$ cat config.mk
export PLATFORM = sky130hd
export DESIGN_NAME = spi_seq_master
export DESIGN_NICKNAME = d
export VERILOG_FILES = /design/src/rtl/spi_seq_pkg.sv /design/src/rtl/spi_seq_cfg.sv /design/src/rtl/spi_seq_shifter.sv /design/src/rtl/spi_seq_ctrl.sv /design/src/rtl/spi_seq_master.sv
export SDC_FILE = /design/constraint.sdc
export NUM_CORES = 1
export LEC_CHECK = 0
export BUFFER_PORTS_ARGS = -buffer_cell sky130_fd_sc_hd__buf_4
export CORE_MARGIN = 4
export CORE_UTILIZATION = 50
export DETAILED_ROUTE_END_ITERATION = 6
export PLACE_DENSITY = 0.77
export SYNTH_ARGS = -nofsm -noshare
export SYNTH_HDL_FRONTEND = slang
export SYNTH_SLANG_ARGS = --single-unit
$ cat constraint.sdc
create_clock -name clk -period 5.06 [get_ports clk]
set_clock_uncertainty 0.2 [all_clocks]
set_input_delay 0.506 -clock clk [delete_from_list [all_inputs] [get_ports clk]]
set_output_delay 0.506 -clock clk [all_outputs]
set_load 0.05 [all_outputs]
$ cat src/rtl/spi_seq_pkg.sv
// Shared types for the multi-select SPI sequencer.
// Assumes the timing fields of every select share one width.
package spi_seq_pkg;
    localparam int unsigned TIME_W = 8;

    typedef enum logic [2:0] {
        ST_IDLE,
        ST_SWGAP,
        ST_LEAD,
        ST_SHIFT,
        ST_TRAIL
    } seq_state_e;

    typedef enum logic [1:0] {
        FLD_DIV    = 2'd0,
        FLD_LEAD   = 2'd1,
        FLD_TRAIL  = 2'd2,
        FLD_SWITCH = 2'd3
    } cfg_field_e;

    typedef struct packed {
        logic [TIME_W-1:0] div;
        logic [TIME_W-1:0] lead;
        logic [TIME_W-1:0] trail;
    } sel_timing_t;
endpackage

$ cat src/rtl/spi_seq_cfg.sv
// Timing register bank: one entry of divisor, lead and trail per select, plus
// one global switch delay. Writes take effect at the clock edge. Reads are
// combinational and indexed by the requesting select.
module spi_seq_cfg
    import spi_seq_pkg::*;
#(
    parameter int NUM_SEL = 4
) (
    input  logic                       clk,
    input  logic                       rst_n,
    input  logic                       cfg_we,
    input  logic [$clog2(NUM_SEL)-1:0] cfg_sel,
    input  logic [1:0]                 cfg_field,
    input  logic [TIME_W-1:0]          cfg_wdata,
    input  logic [$clog2(NUM_SEL)-1:0] rd_sel,
    output sel_timing_t                rd_timing,
    output logic [TIME_W-1:0]          switch_dly
);
    localparam int SEL_W = $clog2(NUM_SEL);

    sel_timing_t entry_w [NUM_SEL];

    for (genvar g = 0; g < NUM_SEL; g++) begin : g_entry
        sel_timing_t entry_q;
        // Update this select's entry on a matching write.
        always_ff @(posedge clk) begin
            if (!rst_n) begin
                entry_q <= '0;
            end else if (cfg_we && cfg_sel == SEL_W'(g)) begin
                case (cfg_field)
                    FLD_DIV:   entry_q.div   <= cfg_wdata;
                    FLD_LEAD:  entry_q.lead  <= cfg_wdata;
                    FLD_TRAIL: entry_q.trail <= cfg_wdata;
                    default:   entry_q       <= entry_q;
                endcase
            end
        end
        assign entry_w[g] = entry_q;
    end

    // Hold the global select-switch delay.
    always_ff @(posedge clk) begin
        if (!rst_n) begin
            switch_dly <= '0;
        end else if (cfg_we && cfg_field == FLD_SWITCH) begin
            switch_dly <= cfg_wdata;
        end
    end

    assign rd_timing = entry_w[rd_sel];
endmodule

$ cat src/rtl/spi_seq_shifter.sv
// Byte shifter: loads the transmit byte on acceptance, advances MOSI on each
// shift strobe (SCK fall) and collects MISO on each sample strobe (SCK rise).
// Assumes the strobes never coincide with a load.
module spi_seq_shifter #(
    parameter int DATA_W = 8
) (
    input  logic              clk,
    input  logic              rst_n,
    input  logic              load,
    input  logic [DATA_W-1:0] load_data,
    input  logic              shift_en,
    input  logic              sample_en,
    input  logic              miso,
    output logic              tx_bit,
    output logic [DATA_W-1:0] rx_data
);
    logic [DATA_W-1:0] tx_q;

    // Transmit register: load, then move the next bit into the MSB.
    always_ff @(posedge clk) begin
        if (!rst_n) begin
            tx_q <= '0;
        end else if (load) begin
            tx_q <= load_data;
        end else if (shift_en) begin
            tx_q <= {tx_q[DATA_W-2:0], 1'b0};
        end
    end

    // Receive register: append MISO at each rising SCK.
    always_ff @(posedge clk) begin
        if (!rst_n) begin
            rx_data <= '0;
        end else if (sample_en) begin
            rx_data <= {rx_data[DATA_W-2:0], miso};
        end
    end

    assign tx_bit = tx_q[DATA_W-1];
endmodule

$ cat src/rtl/spi_seq_ctrl.sv
// Transfer sequencer. On an accepted request it captures that select's timing
// and walks through: switch gap (when the select changes), lead delay,
// DATA_W bits of low/high half-periods, trail delay. Zero-length phases are
// skipped. Assumes rd_timing reflects req_sel in the same cycle.
module spi_seq_ctrl
    import spi_seq_pkg::*;
#(
    parameter int NUM_SEL = 4,
    parameter int DATA_W  = 8
) (
    input  logic                       clk,
    input  logic                       rst_n,
    input  logic                       req_valid,
    input  logic [$clog2(NUM_SEL)-1:0] req_sel,
    input  sel_timing_t                rd_timing,
    input  logic [TIME_W-1:0]          switch_dly,
    output seq_state_e                 state_q,
    output logic [$clog2(NUM_SEL)-1:0] sel_q,
    output logic                       half_q,
    output logic                       load,
    output logic                       shift_en,
    output logic                       sample_en,
    output logic                       done_q,
    output logic                       err_q
);
    localparam int SEL_W = $clog2(NUM_SEL);
    localparam int BIT_W = $clog2(DATA_W);
    localparam logic [BIT_W-1:0]  TOP_BIT = BIT_W'(DATA_W - 1);
    localparam logic [TIME_W-1:0] ONE     = TIME_W'(1);

    seq_state_e        state_d;
    logic [TIME_W-1:0] cnt_q, cnt_d;
    logic [BIT_W-1:0]  bit_q, bit_d;
    logic              half_d, finish;
    logic [TIME_W-1:0] div_q, lead_q, trail_q;
    logic [SEL_W-1:0]  prev_sel_q;
    logic              prev_vld_q;

    wire accept    = (state_q == ST_IDLE) && req_valid;
    wire refuse    = accept && (rd_timing.div == '0);
    wire start     = accept && !refuse;
    wire switching = prev_vld_q && (req_sel != prev_sel_q);

    assign load = start;

    // Next-phase selection and per-phase countdown.
    always_comb begin
        state_d   = state_q;
        cnt_d     = cnt_q;
        half_d    = half_q;
        bit_d     = bit_q;
        shift_en  = 1'b0;
        sample_en = 1'b0;
        finish    = 1'b0;
        unique case (state_q)
            ST_IDLE: if (start) begin
                if (switching && switch_dly != '0) begin
                    state_d = ST_SWGAP; cnt_d = switch_dly - ONE;
                end else if (rd_timing.lead != '0) begin
                    state_d = ST_LEAD;  cnt_d = rd_timing.lead - ONE;
                end else begin
                    state_d = ST_SHIFT; cnt_d = rd_timing.div - ONE;
                    half_d  = 1'b0;     bit_d = TOP_BIT;
                end
            end
            ST_SWGAP: if (cnt_q != '0) begin
                cnt_d = cnt_q - ONE;
            end else if (lead_q != '0) begin
                state_d = ST_LEAD;  cnt_d = lead_q - ONE;
            end else begin
                state_d = ST_SHIFT; cnt_d = div_q - ONE;
                half_d  = 1'b0;     bit_d = TOP_BIT;
            end
            ST_LEAD: if (cnt_q != '0) begin
                cnt_d = cnt_q - ONE;
            end else begin
                state_d = ST_SHIFT; cnt_d = div_q - ONE;
                half_d  = 1'b0;     bit_d = TOP_BIT;
            end
            ST_SHIFT: if (cnt_q != '0) begin
                cnt_d = cnt_q - ONE;
            end else if (!half_q) begin
                half_d = 1'b1; cnt_d = div_q - ONE; sample_en = 1'b1;
            end else if (bit_q != '0) begin
                half_d = 1'b0; bit_d = bit_q - 1'b1;
                cnt_d  = div_q - ONE; shift_en = 1'b1;
            end else if (trail_q != '0) begin
                state_d = ST_TRAIL; cnt_d = trail_q - ONE; half_d = 1'b0;
            end else begin
                state_d = ST_IDLE; half_d = 1'b0; finish = 1'b1;
            end
            ST_TRAIL: if (cnt_q != '0) begin
                cnt_d = cnt_q - ONE;
            end else begin
                state_d = ST_IDLE; finish = 1'b1;
            end
            default: state_d = ST_IDLE;
        endcase
    end

    // Phase state, counters and status pulses.
    always_ff @(posedge clk) begin
        if (!rst_n) begin
            state_q <= ST_IDLE;
            cnt_q   <= '0;
            half_q  <= 1'b0;
            bit_q   <= '0;
            done_q  <= 1'b0;
            err_q   <= 1'b0;
        end else begin
            state_q <= state_d;
            cnt_q   <= cnt_d;
            half_q  <= half_d;
            bit_q   <= bit_d;
            done_q  <= finish;
            err_q   <= refuse;
        end
    end

    // Capture the requesting select's timing at acceptance.
    always_ff @(posedge clk) begin
        if (!rst_n) begin
            sel_q      <= '0;
            prev_sel_q <= '0;
            prev_vld_q <= 1'b0;
            div_q      <= '0;
            lead_q     <= '0;
            trail_q    <= '0;
        end else if (start) begin
            sel_q      <= req_sel;
            prev_sel_q <= req_sel;
            prev_vld_q <= 1'b1;
            div_q      <= rd_timing.div;
            lead_q     <= rd_timing.lead;
            trail_q    <= rd_timing.trail;
        end
    end

    assert_refuse_idle_R5: assert property (@(posedge clk) disable iff (!rst_n)
        refuse |=> (state_q == ST_IDLE) && err_q);
    assert_div_nonzero_R3: assert property (@(posedge clk) disable iff (!rst_n)
        (state_q != ST_IDLE) |-> (div_q != '0));
    assert_done_single_R10: assert property (@(posedge clk) disable iff (!rst_n)
        done_q |=> !done_q);
    assert_done_idle_R10: assert property (@(posedge clk) disable iff (!rst_n)
        done_q |-> (state_q == ST_IDLE));
endmodule

$ cat src/rtl/spi_seq_master.sv
// Multi-select SPI master top: register bank, sequencer and shifter, with the
// select, SCK and MOSI pins decoded from the sequencer state. Mode is fixed:
// SCK idles low, MOSI changes on the falling edge, MISO is sampled on the rising edge.
module spi_seq_master
    import spi_seq_pkg::*;
#(
    parameter int NUM_SEL = 4,
    parameter int DATA_W  = 8
) (
    input  logic                       clk,
    input  logic                       rst_n,
    input  logic                       cfg_we,
    input  logic [$clog2(NUM_SEL)-1:0] cfg_sel,
    input  logic [1:0]                 cfg_field,
    input  logic [TIME_W-1:0]          cfg_wdata,
    input  logic                       req_valid,
    input  logic [$clog2(NUM_SEL)-1:0] req_sel,
    input  logic [DATA_W-1:0]          req_data,
    output logic                       req_ready,
    output logic                       xfer_done,
    output logic [DATA_W-1:0]          rx_data,
    output logic                       div_err,
    output logic                       spi_sck,
    output logic                       spi_mosi,
    input  logic                       spi_miso,
    output logic [NUM_SEL-1:0]         spi_cs_n
);
    localparam int SEL_W = $clog2(NUM_SEL);

    sel_timing_t       timing_w;
    logic [TIME_W-1:0] switch_w;
    seq_state_e        state_w;
    logic [SEL_W-1:0]  sel_w;
    logic              half_w, load_w, shift_w, sample_w, tx_bit_w;

    spi_seq_cfg #(.NUM_SEL(NUM_SEL)) cfg_i (
        .clk(clk), .rst_n(rst_n), .cfg_we(cfg_we), .cfg_sel(cfg_sel),
        .cfg_field(cfg_field), .cfg_wdata(cfg_wdata), .rd_sel(req_sel),
        .rd_timing(timing_w), .switch_dly(switch_w)
    );

    spi_seq_ctrl #(.NUM_SEL(NUM_SEL), .DATA_W(DATA_W)) ctrl_i (
        .clk(clk), .rst_n(rst_n), .req_valid(req_valid), .req_sel(req_sel),
        .rd_timing(timing_w), .switch_dly(switch_w), .state_q(state_w),
        .sel_q(sel_w), .half_q(half_w), .load(load_w), .shift_en(shift_w),
        .sample_en(sample_w), .done_q(xfer_done), .err_q(div_err)
    );

    spi_seq_shifter #(.DATA_W(DATA_W)) shift_i (
        .clk(clk), .rst_n(rst_n), .load(load_w), .load_data(req_data),
        .shift_en(shift_w), .sample_en(sample_w), .miso(spi_miso),
        .tx_bit(tx_bit_w), .rx_data(rx_data)
    );

    wire cs_active = (state_w == ST_LEAD) || (state_w == ST_SHIFT) ||
                     (state_w == ST_TRAIL);

    for (genvar g = 0; g < NUM_SEL; g++) begin : g_cs
        assign spi_cs_n[g] = !(cs_active && sel_w == SEL_W'(g));
    end

    assign req_ready = (state_w == ST_IDLE);
    assign spi_sck   = (state_w == ST_SHIFT) && half_w;
    assign spi_mosi  = (state_w == ST_SHIFT) && tx_bit_w;

    assert_cs_onehot_R9: assert property (@(posedge clk) disable iff (!rst_n)
        $onehot0(~spi_cs_n));
    assert_sck_needs_cs_R3: assert property (@(posedge clk) disable iff (!rst_n)
        spi_sck |-> (spi_cs_n != '1));
    assert_mosi_on_fall_R4: assert property (@(posedge clk) disable iff (!rst_n)
        ($past(state_w == ST_SHIFT) && state_w == ST_SHIFT &&
         spi_mosi != $past(spi_mosi)) |-> $fell(spi_sck));
    assert_idle_released_R9: assert property (@(posedge clk) disable iff (!rst_n)
        req_ready |-> (spi_cs_n == '1 && !spi_sck));
endmodule

==> impl_metrics.py <==
metrics = {
    "floorplanning": {
        "start_util_pct": 50.8,
        "die_w_microns": 135,
        "dieArea_sq_um": 18200,
        "die_h_microns": 135,
        "core_area_sq_um": 15800,
        "ios": 44,
        "rows": 46,
    },
    "sta": {
        "max_slew_margin_pct": 30.7,
        "setup_viol": 0,
        "timing.final.crit_share_pct": 68.1,
        "hold_viol_final": 0,
        "whs_ns": 0.104,
        "fin_tns_setup_ns": 0,
        "fmax_mhz": 290,
        "rsz0062_at_grt": "false",
        "worst_pin_slew_ns": 1.04,
        "maxSlewViolCount": 0,
        "period_minus_slack_ns": 3.44,
    },
    "min_path": {
        "hp-start": "req_data[0]",
        "min_to": "shift_i.tx_q[0]$_SDFFE_PN0P_",
        "hold_path_class": "in2reg",
        "holdPathStages": 3,
    },
    "yosys": {
        "synthAdderAreaFrac_pct": 1.56,
        "synth_top_cell_by_area": "dfxtp_1",
        "async_flop_share_pct": 0,
        "yosysUniqueCellTypes": 58,
        "yosysMostFrequentCell": "nor2_1",
        "syn_area_sq_um": 8040,
        "synthTopCellsByCount": "170 x nor2_1, 164 x dfxtp_1, 121 x mux2i_1, 79 x nand2_1, 44 x a21oi_1",
        "synth_top_area_share_pct": 40.8,
        "synth_compound_area_share_pct": 9.32,
        "ys_warn_count": 0,
        "synth_area_leaders": "dfxtp_1 41%, mux2i_1 15%, nor2_1 7.9%, mux4_2 5.9%, nand2_1 3.7%",
        "postSynthAreaPerCell_sq_um": 9.25,
        "synth_xor_area_share_pct": 3.16,
        "synth_flop_cell": "dfxtp_1",
        "synth_top_family_by_area": "multiplexers",
        "syn-instance-count": 869,
        "synthSimpleGateAreaFrac_pct": 19.3,
        "synth_edf_count": 0,
        "synth_fp_nets": 906,
        "synth-seq-cells": 164,
        "ys_seq_area_share_pct": 40.8,
        "synthMuxAreaShare_pct": 21.9,
    },
    "final_layout": {
        "final_core_util_pct": 56.6,
        "num_antenna_cells": 0,
        "area_growth_pct": 11.5,
        "final_nets": 917,
        "fillers": 1428,
        "drive_above_1_share_pct": 12.5,
    },
    "worst_setup_path": {
        "arrival_ns": 3.60,
        "start_kind": "flop",
        "critPathKind": "reg2reg",
        "crit_path_start": "cfg_i.switch_dly[3]$_SDFFE_PN0P_",
        "worstPathMaxFanout": 19,
        "r2r_slack_ns": 1.62,
        "regToRegEndpoint": "ctrl_i.cnt_q[4]$_SDFFE_PN0P_",
        "r2r_start": "cfg_i.switch_dly[3]$_SDFFE_PN0P_",
        "r2r_cells": 10,
        "end_kind": "flop",
        "worstPathRequired_ns": 5.22,
    },
    "clock_tree": {
        "cts_setup_buffers": 0,
        "clock_sinks": 164,
        "cts_tree": "yes",
        "cts_buffer_depth": 2,
        "ctsResizeCount": 0,
        "worst_skew_pair.late_latency_ns": 0.43,
        "cts_root_buffer": "clkbuf_16",
        "cts-htree-levels": 4,
        "cts_buffers": 17,
        "clkSlewWorstSetupHoldPaths_ns": 0.06,
        "ctsHoldBuffers": 0,
    },
    "grt": {
        "grt_max_degree": 61,
        "grt.overflow.total": 0,
        "grt_pass1_wl_mm": 31.7,
        "antenna_found_initial": 0,
        "gr-usage-all-layers_pct": 21.9,
        "grt_pass1_vias": 6132,
    },
    "job": {
        "maxCapViolations": 0,
    },
    "power_and_ir_drop": {
        "clkPwrFrac_pct": 34.7,
        "intPower_mw": 2.33,
        "p_leak_nw": 3.69,
        "vdd_drop_max_mv": 0.318,
        "power_density_nw_per_um2": 385,
        "p_switching_mw": 1.12,
        "power_frac_seq_pct": 41.5,
        "switching_share_pct": 32.4,
        "combinationalPowerShare_pct": 23.8,
    },
    "detailed_routing": {
        "vias": 6346,
        "avgRoutedWirePerCell_microns": 17.4,
        "via_per_inst": 5.72,
        "routed_wl_mm": 19.3,
        "ant_nets": 0,
        "dr.pass1.iters": 5,
        "drc": 0,
        "drt_iter0_markers": 552,
    },
    "place": {
        "port_buffers": 43,
        "dp_hpwl_mm": 13.4,
        "gp_congestion": 0.933,
    },
    "status": {
        "outcome": "completed",
    },
}
[cells by family (layout without fill, tap and decap cells)]
| group | count (synthesis) | count (layout) |
|---|---|---|
| XOR/XNOR | 29 | 29 |
| adder cells (fa/ha/maj) | 10 | 10 |
| flip-flops | 164 | 164 |
| buffers and inverters | 69 | 93 |
| AND/OR/NAND/NOR | 339 | 339 |
| AO/OA/AOI/OAI | 113 | 113 |
| multiplexers | 145 | 145 |
[routing by layer]
layer,GRT usage (%),up-vias,wire length [microns]
met5,0,-,0
met4,6.62,0,348
met3,3.99,32,1070
met2,36.0,187,9340
met1,29.6,3021,8580
li1,-,3106,-
[layout by cell type (no fill, tap or decap), types with 5 or more instances in the layout]
cell type  count
ha_1          10
nand3_1       16
or4_1          5
a221oi_1       6
dfxtp_1      164
nand3b_1       7
buf_4         48
mux4_2        21
clkbuf_16     17
a211oi_1      13
o21ai_0        9
nor2_1       170
a21oi_1       44
xnor2_1       14
nand2_1       79
nor3b_1        7
a31oi_1        7
nand2b_1       7
nor3_1        16
mux2i_1      121
xor2_1        15
nor4_1         6
inv_1         12
[metrics by stage]
| step | cell area, sq um | worst slack [ns] | cells | total power [mW] |
|---|---|---|---|---|
| 4_1_cts | 8960 | 1.67 | 1109 | 3.45 |
| 6_report | 8960 | 1.62 | 1109 | 3.45 |
| 3_3_place_gp | 8420 | 1.34 | 1077 | 2.25 |
| 2_1_floorplan | 8040 | 1.71 | 869 | 2.07 |
| 5_1_grt | 8960 | 1.39 | 1109 | 3.61 |
| 3_5_place_dp | 8420 | 1.27 | 1077 | 2.27 |
[power groups by stage]
stage | Clock (mW) | Combinational (mW) | Sequential (mW)
floorplan | 0 | 0.633 | 1.43
global placement | 0 | 0.799 | 1.46
detailed placement | 0 | 0.811 | 1.46
CTS | 1.21 | 0.816 | 1.43
global route | 1.27 | 0.902 | 1.44
finish | 1.20 | 0.820 | 1.43
[sequential cells by signal, indices dropped and copies added, names as in the netlist]
name / cells
cfg_i.entry_w: 96
cfg_i.switch_dly: 8
ctrl_i.bit_q: 3
ctrl_i.cnt_q: 8
ctrl_i.div_q: 8
ctrl_i.done_q: 1
ctrl_i.err_q: 1
ctrl_i.half_q: 1
ctrl_i.lead_q: 8
ctrl_i.prev_vld_q: 1
ctrl_i.sel_q: 2
ctrl_i.state_q: 3
ctrl_i.trail_q: 8
shift_i.rx_data: 8
shift_i.tx_q: 8
[how the worst max path moves through the flow]
stage / to
finish: ctrl_i.cnt_q[4]$_SDFFE_PN0P_
detailed placement: ctrl_i.cnt_q[4]$_SDFFE_PN0P_
global route: ctrl_i.cnt_q[4]$_SDFFE_PN0P_
CTS: ctrl_i.cnt_q[4]$_SDFFE_PN0P_
global placement: ctrl_i.cnt_q[4]$_SDFFE_PN0P_
floorplan: ctrl_i.bit_q[0]$_SDFFE_PN0P_
[area by class of cell]
type                            instances  area, sq um  area share, %
Multi-Input combinational cell        636         4450           49.7
Tap cell                              216          270           3.02
Clock inverter                         10         72.6          0.810
Inverter                               13         51.3          0.572
Clock buffer                           22          474           5.29
Sequential cell                       164         3280           36.6
Timing Repair Buffer                   48          360           4.02
[worst max-delay path, cell delays in order, from the launching register on]
cell,delay (ns)
dfxtp_1,0.34
or4_1,0.58
o221ai_2,0.76
mux2i_1,0.35
o21ai_2,0.12
inv_1,0.07
ha_1,0.19
nor3b_1,0.25
xnor2_1,0.09
a221o_1,0.31
o21ai_1,0.10
No activity file was read; power rests on OpenSTA's default activity.
